**src/rtl/mdb_pkg.sv**
```systemverilog
package mdb_pkg;

  typedef enum logic [1:0] {
    MD_MUL_S   = 2'd0,
    MD_MUL_U   = 2'd1,
    MD_DIV     = 2'd2,
    MD_DIV_ALT = 2'd3
  } md_op_e;

  // Fixed latency per class; anything that is not a multiply takes the divide time
  function automatic int unsigned md_latency(md_op_e op, int unsigned mul_lat,
                                             int unsigned div_lat);
    case (op)
      MD_MUL_S, MD_MUL_U: return mul_lat;
      default:            return div_lat;
    endcase
  endfunction

endpackage

```
**src/rtl/mdb_timebase.sv**
```systemverilog
module mdb_timebase #(
  parameter int CNT_W = 16
) (
  input  logic             clk_i,
  input  logic             rst_ni,
  input  logic             adv_i,
  output logic [CNT_W-1:0] now_o
);

  always_ff @(posedge clk_i or negedge rst_ni) begin
    if (!rst_ni)    now_o <= '0;
    else if (adv_i) now_o <= now_o + CNT_W'(1);
  end

endmodule

```
**src/rtl/mdb_deadline.sv**
```systemverilog
module mdb_deadline
  import mdb_pkg::*;
#(
  parameter int CNT_W   = 16,
  parameter int MUL_LAT = 11,
  parameter int DIV_LAT = 37
) (
  input  logic             clk_i,
  input  logic             rst_ni,
  input  logic             issue_i,
  input  md_op_e           op_i,
  input  logic [CNT_W-1:0] now_i,
  output logic [CNT_W-1:0] free_o
);

  logic [CNT_W-1:0] lat;

  always_comb lat = CNT_W'(md_latency(op_i, MUL_LAT, DIV_LAT));

  // Absolute free time = issue time + latency; a later issue always overrides
  always_ff @(posedge clk_i or negedge rst_ni) begin
    if (!rst_ni)      free_o <= '0;
    else if (issue_i) free_o <= now_i + lat;
  end

endmodule

```
**src/rtl/mdb_residual.sv**
```systemverilog
module mdb_residual #(
  parameter int CNT_W   = 16,
  parameter int DIV_LAT = 37,
  parameter int REM_W   = 6
) (
  input  logic             clk_i,
  input  logic             rst_ni,
  input  logic [CNT_W-1:0] free_i,
  input  logic [CNT_W-1:0] now_i,
  input  logic [1:0]       rd_req_i,
  output logic [REM_W-1:0] remain_o,
  output logic             stall_o
);

  logic [CNT_W-1:0] diff;
  logic             in_window;

  // Modular difference: past deadlines and stale values land at or above the limit
  always_comb begin
    diff      = free_i - now_i;
    in_window = diff < CNT_W'(DIV_LAT);
    remain_o  = in_window ? diff[REM_W-1:0] : '0;
    stall_o   = (|rd_req_i) && (remain_o != '0);
  end

  p_remain_bound_r8: assert property (@(posedge clk_i) disable iff (!rst_ni)
    remain_o < REM_W'(DIV_LAT));

  p_stall_needs_req_r5: assert property (@(posedge clk_i) disable iff (!rst_ni)
    stall_o |-> (rd_req_i != 2'b00));

endmodule

```
**src/rtl/muldiv_busy_interlock.sv**
```systemverilog
module muldiv_busy_interlock
  import mdb_pkg::*;
#(
  parameter int CNT_W   = 16,
  parameter int MUL_LAT = 11,
  parameter int DIV_LAT = 37,
  parameter int REM_W   = $clog2(DIV_LAT)
) (
  input  logic             clk_i,
  input  logic             rst_ni,
  input  logic             start_i,
  input  logic [1:0]       op_i,
  input  logic             adv_i,
  input  logic [1:0]       rd_req_i,
  output logic             stall_o,
  output logic [REM_W-1:0] remain_o
);

  logic [CNT_W-1:0] now_q;
  logic [CNT_W-1:0] free_q;
  logic             issue;
  md_op_e           op_cls;

  always_comb begin
    issue  = start_i && adv_i;
    op_cls = md_op_e'(op_i);
  end

  mdb_timebase #(.CNT_W(CNT_W)) i_timebase (
    .clk_i  (clk_i),
    .rst_ni (rst_ni),
    .adv_i  (adv_i),
    .now_o  (now_q)
  );

  mdb_deadline #(.CNT_W(CNT_W), .MUL_LAT(MUL_LAT), .DIV_LAT(DIV_LAT)) i_deadline (
    .clk_i   (clk_i),
    .rst_ni  (rst_ni),
    .issue_i (issue),
    .op_i    (op_cls),
    .now_i   (now_q),
    .free_o  (free_q)
  );

  mdb_residual #(.CNT_W(CNT_W), .DIV_LAT(DIV_LAT), .REM_W(REM_W)) i_residual (
    .clk_i    (clk_i),
    .rst_ni   (rst_ni),
    .free_i   (free_q),
    .now_i    (now_q),
    .rd_req_i (rd_req_i),
    .remain_o (remain_o),
    .stall_o  (stall_o)
  );

  p_mul_load_r2: assert property (@(posedge clk_i) disable iff (!rst_ni)
    (issue && (op_i[1] == 1'b0)) |=> (remain_o == REM_W'(MUL_LAT - 1)));

  p_div_load_r3: assert property (@(posedge clk_i) disable iff (!rst_ni)
    (issue && op_i[1]) |=> (remain_o == REM_W'(DIV_LAT - 1)));

  p_countdown_r2: assert property (@(posedge clk_i) disable iff (!rst_ni)
    (adv_i && !start_i && (remain_o != '0)) |=> (remain_o == $past(remain_o) - REM_W'(1)));

  p_hold_r4: assert property (@(posedge clk_i) disable iff (!rst_ni)
    !adv_i |=> $stable(remain_o));

  p_stays_free_r8: assert property (@(posedge clk_i) disable iff (!rst_ni)
    ((remain_o == '0) && !issue) |=> (remain_o == '0));

endmodule

```
**config.mk**
```make
export PLATFORM = sky130hd
export DESIGN_NAME = muldiv_busy_interlock
export DESIGN_NICKNAME = d
export VERILOG_FILES = /design/src/rtl/mdb_pkg.sv /design/src/rtl/mdb_timebase.sv /design/src/rtl/mdb_deadline.sv /design/src/rtl/mdb_residual.sv /design/src/rtl/muldiv_busy_interlock.sv
export SDC_FILE = /design/constraint.sdc
export NUM_CORES = 1
export LEC_CHECK = 0
export ABC_AREA = 1
export BUFFER_PORTS_ARGS = -buffer_cell sky130_fd_sc_hd__buf_2
export CELL_PAD_IN_SITES_DETAIL_PLACEMENT = 0
export CELL_PAD_IN_SITES_GLOBAL_PLACEMENT = 1
export CORE_MARGIN = 2
export CORE_UTILIZATION = 42
export CTS_BUF_LIST = sky130_fd_sc_hd__clkbuf_4
export CTS_CLUSTER_DIAMETER = 100
export CTS_CLUSTER_SIZE = 40
export DETAILED_ROUTE_END_ITERATION = 7
export PLACE_DENSITY_LB_ADDON = 0.1
export SYNTH_ARGS = -nofsm -noshare
export SYNTH_HDL_FRONTEND = slang
export SYNTH_SLANG_ARGS = --single-unit
```
**constraint.sdc**
```tcl
create_clock -name clk_i -period 2.1 [get_ports clk_i]
set_clock_uncertainty 0.05 [all_clocks]
set_input_delay 0 -clock clk_i [delete_from_list [all_inputs] [get_ports clk_i]]
set_output_delay 0 -clock clk_i [all_outputs]
set_load 0.02 [all_outputs]
```
# After elaboration in Yosys (flattened, before gate mapping)
# Cells that the tools add are included.
word_totals:
  rom_bits: 0
  ramBits: 0
  reg_bits: 32
  wordCells: 15
  latchBits: 0
  memories: 0
classes:
  div_mod_pow: 0
  reduce_logical: 6
  n_mux: 2
  magnitude_cmp: 1
  bitwise: 0
  eq_ne: 1
  shift: 0
  multipliers: 0
  add_sub_neg: 3
ops:
  columns: ["cell", "n"]
  rows:
  - ["16-bit by 1-bit adder with 16-bit output (second input constant)", 1]
  - ["16-bit adder", 1]
  - ["16-bit by 6-bit less-than comparator with 1-bit output (second input constant)", 1]
  - ["16-bit subtractor", 1]
  - ["6-bit 2-to-1 mux", 2]
  - ["6-bit nonzero test", 1]
  - ["2-bit OR reduction", 2]
  - ["2-bit by 1-bit equality test with 1-bit output (second input constant)", 1]
  - ["1-bit logical AND", 2]
  - ["2-bit logical NOT", 1]

# Depth between registers and ports, before layout
logic_depth:
  word_depth: 5
  mapped_depth: 17
  depth_no_buf: 17

# By module
# A second synthesis with hierarchy kept.
hier_totals:
  hier_cells: 494
  hier_area_um2: 3111.7
modules_own_cells:
  columns: ["module", "area_each_um2", "instances", "cells_per_inst"]
  rows:
  - ["mdb_residual", 1174.9, 1, 229]
  - ["mdb_deadline", 1116.1, 1, 166]
  - ["mdb_timebase", 813.3, 1, 97]
  - ["muldiv_busy_interlock", 7.5, 1, 2]

# Worst setup path before layout
# OpenSTA, ideal clock, no wires.
synth_path:
  kind: "reg2out"
  start: "register i_timebase.now_o[0]"
  end: "output remain_o[0]"
  path_slack_ns: -0.179
  required_time_ns: 2.050
  arrival_ns: 2.229
  stages_incl_launch_ff: 16
  path_buffers: 0
  path_cell_list: "dfrtp_1 ha_1 fa_1 inv_1 nand2_1 nand2_2 nand3_1 nand2_1 nand2_1 nand2_1 nand2_1 nand2_1 nand3_1 nor2_2 nand2_2 nor2_1"
synth_between:
  elab_chain_len: 3
synth_lines:
  columns: ["item", "line", "rtl"]
  rows:
  - ["from (decl)", "mdb_timebase.sv:7", "output logic [CNT_W-1:0] now_o"]
  - ["from (signal assigned)", "mdb_timebase.sv:12", "else if (adv_i) now_o <= now_o + CNT_W'(1);"]
  - ["16-bit subtractor *", "mdb_residual.sv:20", "diff = free_i - now_i;"]
  - ["16-bit by 6-bit less-than comparator with 1-bit output", "mdb_residual.sv:21", "in_window = diff < CNT_W'(DIV_LAT);"]
  - ["6-bit 2-to-1 mux *", "mdb_residual.sv:22", "remain_o = in_window ? diff[REM_W-1:0] : '0;"]
  - ["to (decl)", "muldiv_busy_interlock.sv:16", "output logic [REM_W-1:0] remain_o"]
# Mark *: on every way between the ends. The rest lies on a longest branch, timed or not.

# Final worst setup path
layout_path:
  start: "register i_timebase.now_o[0]"
  end: "output stall_o"
layout_between:
  elab_chain_len: 5
layout_lines:
  columns: ["item", "line", "rtl"]
  rows:
  - ["16-bit subtractor *", "mdb_residual.sv:20", null]
  - ["16-bit by 6-bit less-than comparator with 1-bit output", "mdb_residual.sv:21", null]
  - ["6-bit 2-to-1 mux *", "mdb_residual.sv:22", null]
  - ["6-bit nonzero test *", "mdb_residual.sv:23", "stall_o = (|rd_req_i) && (remain_o != '0);"]
  - ["1-bit logical AND *", "mdb_residual.sv:23", null]
  - ["to (decl)", "muldiv_busy_interlock.sv:15", "output logic stall_o,"]
# Marked as above.

==> results.json <==
{
  "power_density_nw_per_um2": 1400,
  "grt_pass1_vias": 2495,
  "synth_top_area_share_pct": 29.6,
  "syn_nets": 420,
  "critPathSlowestCell": "dfrtp_2",
  "p_leak_nw": 2.01,
  "synth_top_cell_by_area": "dfrtp_1",
  "core_um2": 6280,
  "cts-root-buf": "clkbuf_4",
  "worstMarginPinSlew_ns": 0.722,
  "num_io_pins": 15,
  "grt_pass1_wl_mm": 11.0,
  "syn_avg_cell_area_um2": 6.94,
  "run_status": "finished with violations",
  "via_count": 2542,
  "final_hold_viol_count": 0,
  "numPortBuffers": 13,
  "gp_congestion": 0.790,
  "clk_pin_slew_ns": 0.10,
  "worstSetupPathType": "reg -> out",
  "drt-initial-drc-count": 34,
  "numCtsBuffers": 5,
  "yosysUniqueCellTypes": 29,
  "ys_ff_latch": 32,
  "synth-warning-count": 0,
  "critPathMaxStageDelay_ns": 0.44,
  "crit_path_end_kind": "output port",
  "setup_viol": 7,
  "cts_tree": "built",
  "grt_usage_pct": 19.0,
  "diodes": 0,
  "fp.dieW_um": 84.3,
  "fillers": 627,
  "setup_ws_ns": -0.619,
  "start_util_pct": 43.1,
  "grt_max_degree": 33,
  "period_minus_slack_ns": 2.72,
  "maxSlewHeadroom_pct": 51.9,
  "insertion_delay_ns": 0.34,
  "path_cells": "ha_4 -> fa_2 -> inv_2 -> nand2_2 -> nand2_4 -> nand3_2 -> nand2_2 -> nand2_2 -> nand2_2 -> nor2_1 -> a21oi_1 -> nand2_1 -> nor2_4 -> o311ai_4 -> nor2_2 -> buf_6",
  "cts.sinks": 32,
  "period_share_pct": 129,
  "multi_input_area_um2": 1860,
  "viasPerCell": 4.57,
  "place_ws_ns": -0.281,
  "final_core_util_pct": 59.2,
  "cap_violations": 0,
  "slew_viol_final": 0,
  "syn_to_final_growth_pct": 37.2,
  "hp-class": "in -> reg",
  "die_h_um": 84.3,
  "dr.pass1.iters": 4,
  "ys_top_cells_by_area": "dfrtp_1 (30%), nand2_1 (17%), ha_1 (9.2%)",
  "ant_nets": 0,
  "die_area_um2": 7100,
  "critPathMaxFanout": 4,
  "cts_buffer_depth": 2,
  "startpoint_type": "flop",
  "routed_wl_mm": 6.30,
  "placed_area_um2": 3390,
  "drc": 0,
  "antenna_found_initial": 0,
  "syn_area_um2": 2710,
  "worstPathArrival_ns": 2.67,
  "final_cell_area_um2": 3710,
  "grt_overflow_total": 0,
  "hold_ws_ns": 0.0875,
  "cp.required_ns": 2.05,
  "num_rows": 29,
  "path_common_cell": "nand2_2",
  "hpwlAfterDp_mm": 5.01,
  "whs_path_depth": 4,
  "wl_per_cell_um": 11.3,
  "syn_inst": 390,
  "max-vdd-ir-drop_mv": 1.19,
  "seq_area_um2": 803,
  "fmax_mhz": 368,
  "synth_seq_area_share_pct": 29.6,
  "worstRegToRegCells": 15,
  "nets": 508,
  "violations": "negative setup slack",
  "drive_above_1_share_pct": 33.4,
  "htree_num_levels": 2,
  "grt_setup_unrepaired": "true"
}
worst paths after layout:
kind,startpoint,end,slack [ns]
setup reg to reg,i_timebase.now_o[2],i_deadline.free_o[15],0.08
hold reg to reg,i_deadline.free_o[15],i_deadline.free_o[15],0.45
hold / removal,op_i[1],i_deadline.free_o[5],0.09
min in group asynchronous,rst_ni,i_timebase.now_o[2],0.21
setup / recovery,i_timebase.now_o[0],stall_o,-0.62
max in group asynchronous,rst_ni,i_timebase.now_o[0],1.29
metrics by stage:
| step | setup TNS, ns | instances | power (mW) |
|---|---|---|---|
| floorplan | -0.436 | 390 | 3.11 |
| global placement | -1.52 | 537 | 4.38 |
| detailed placement | -1.82 | 537 | 4.44 |
| CTS | -3.71 | 548 | 4.84 |
| global route | -5.15 | 556 | 5.78 |
| finish | -4.02 | 556 | 5.20 |
final cells by class:
type	count	share of cell area, %
Clock buffer	5	1.01
Clock inverter	3	0.371
Inverter	64	6.47
Multi-Input combinational cell	290	50.2
Sequential cell	32	21.6
Tap cell	77	2.59
Timing Repair Buffer	85	17.7
timing repair:
action	4_1_cts	5_1_grt
endpoints found under the hold margin	35	0
buffers inserted	1	9
pin swaps	8	24
setup endpoints to repair	8	11
resized for setup	19	27
hold buffers	2	0
worst max-delay path: cells and delay by family, from the launching register on:
kind / cells / cell delay, ns
AO/OA/AOI/OAI: 2 / 0.24
adder cells (fa/ha/maj): 2 / 0.54
buffers and inverters: 2 / 0.18
AND/OR/NAND/NOR: 10 / 0.93
flip-flops: 1 / 0.44
layout by cell type, fill, tap and decap left out, types with 4 or more instances in the layout:
cell      count
nand2_1     109
buf_4        69
inv_1        58
dfrtp_1      30
xor2_1       23
nor2_1       21
nand2_2      20
nand3_1      17
o21ai_0      16
a21oi_1      15
ha_1         14
nand3_2      10
nor2_4        9
buf_6         8
inv_2         6
buf_2         6
nor2_2        5
ha_4          5
clkbuf_4      5
nand3b_1      4
nor3_1        4
flip-flops by register name, indices dropped and copies added, names as in the netlist:
signal and count:
i_timebase.now_o 16, i_deadline.free_o 16
Yosys cell counts:
master and n:
nand2_2 9, buf_4 1, and2_1 1, nor3_1 4
nand3b_1 4, dfrtp_1 32, xnor2_1 1, clkbuf_1 3
inv_2 4, nor2_1 27, nor3_4 1, nor2_4 2
nand3_2 5, ha_1 20, nor3_2 2, nor4_2 1
o311ai_1 1, o31ai_1 1, nand2_1 122, o21ai_0 16
xor2_1 23, nand4_1 1, a21oi_1 16, nor2_2 6
o21ai_1 1, fa_1 2, inv_1 60, nand3_1 22
or2_4 2
where the power goes:
part	leakage, nW	switching [mW]	total [mW]	internal, mW
combinational	1.59	2.10	3.95	1.86
sequential	0.385	0.126	0.911	0.785
clock	0.0324	0.214	0.337	0.123
total	2.01	2.44	5.20	2.76
routing by layer:
metal	track usage, %	routed length (µm)	vias up
li1	-	-	1395
met1	27.0	3180	1124
met2	30.4	2930	18
met3	2.16	115	5
met4	5.87	73	0
met5	0	0	-
cell families after synthesis:
kind of cell / after synthesis / share of synthesized area (%)
fa+ha+maj: 22 / 10.7
xor+xnor: 24 / 7.77
flops: 32 / 29.6
buf+inv: 68 / 9.57
compound gates: 35 / 6.70
simple gates: 209 / 35.6
Power figures use the tool's default switching activity.
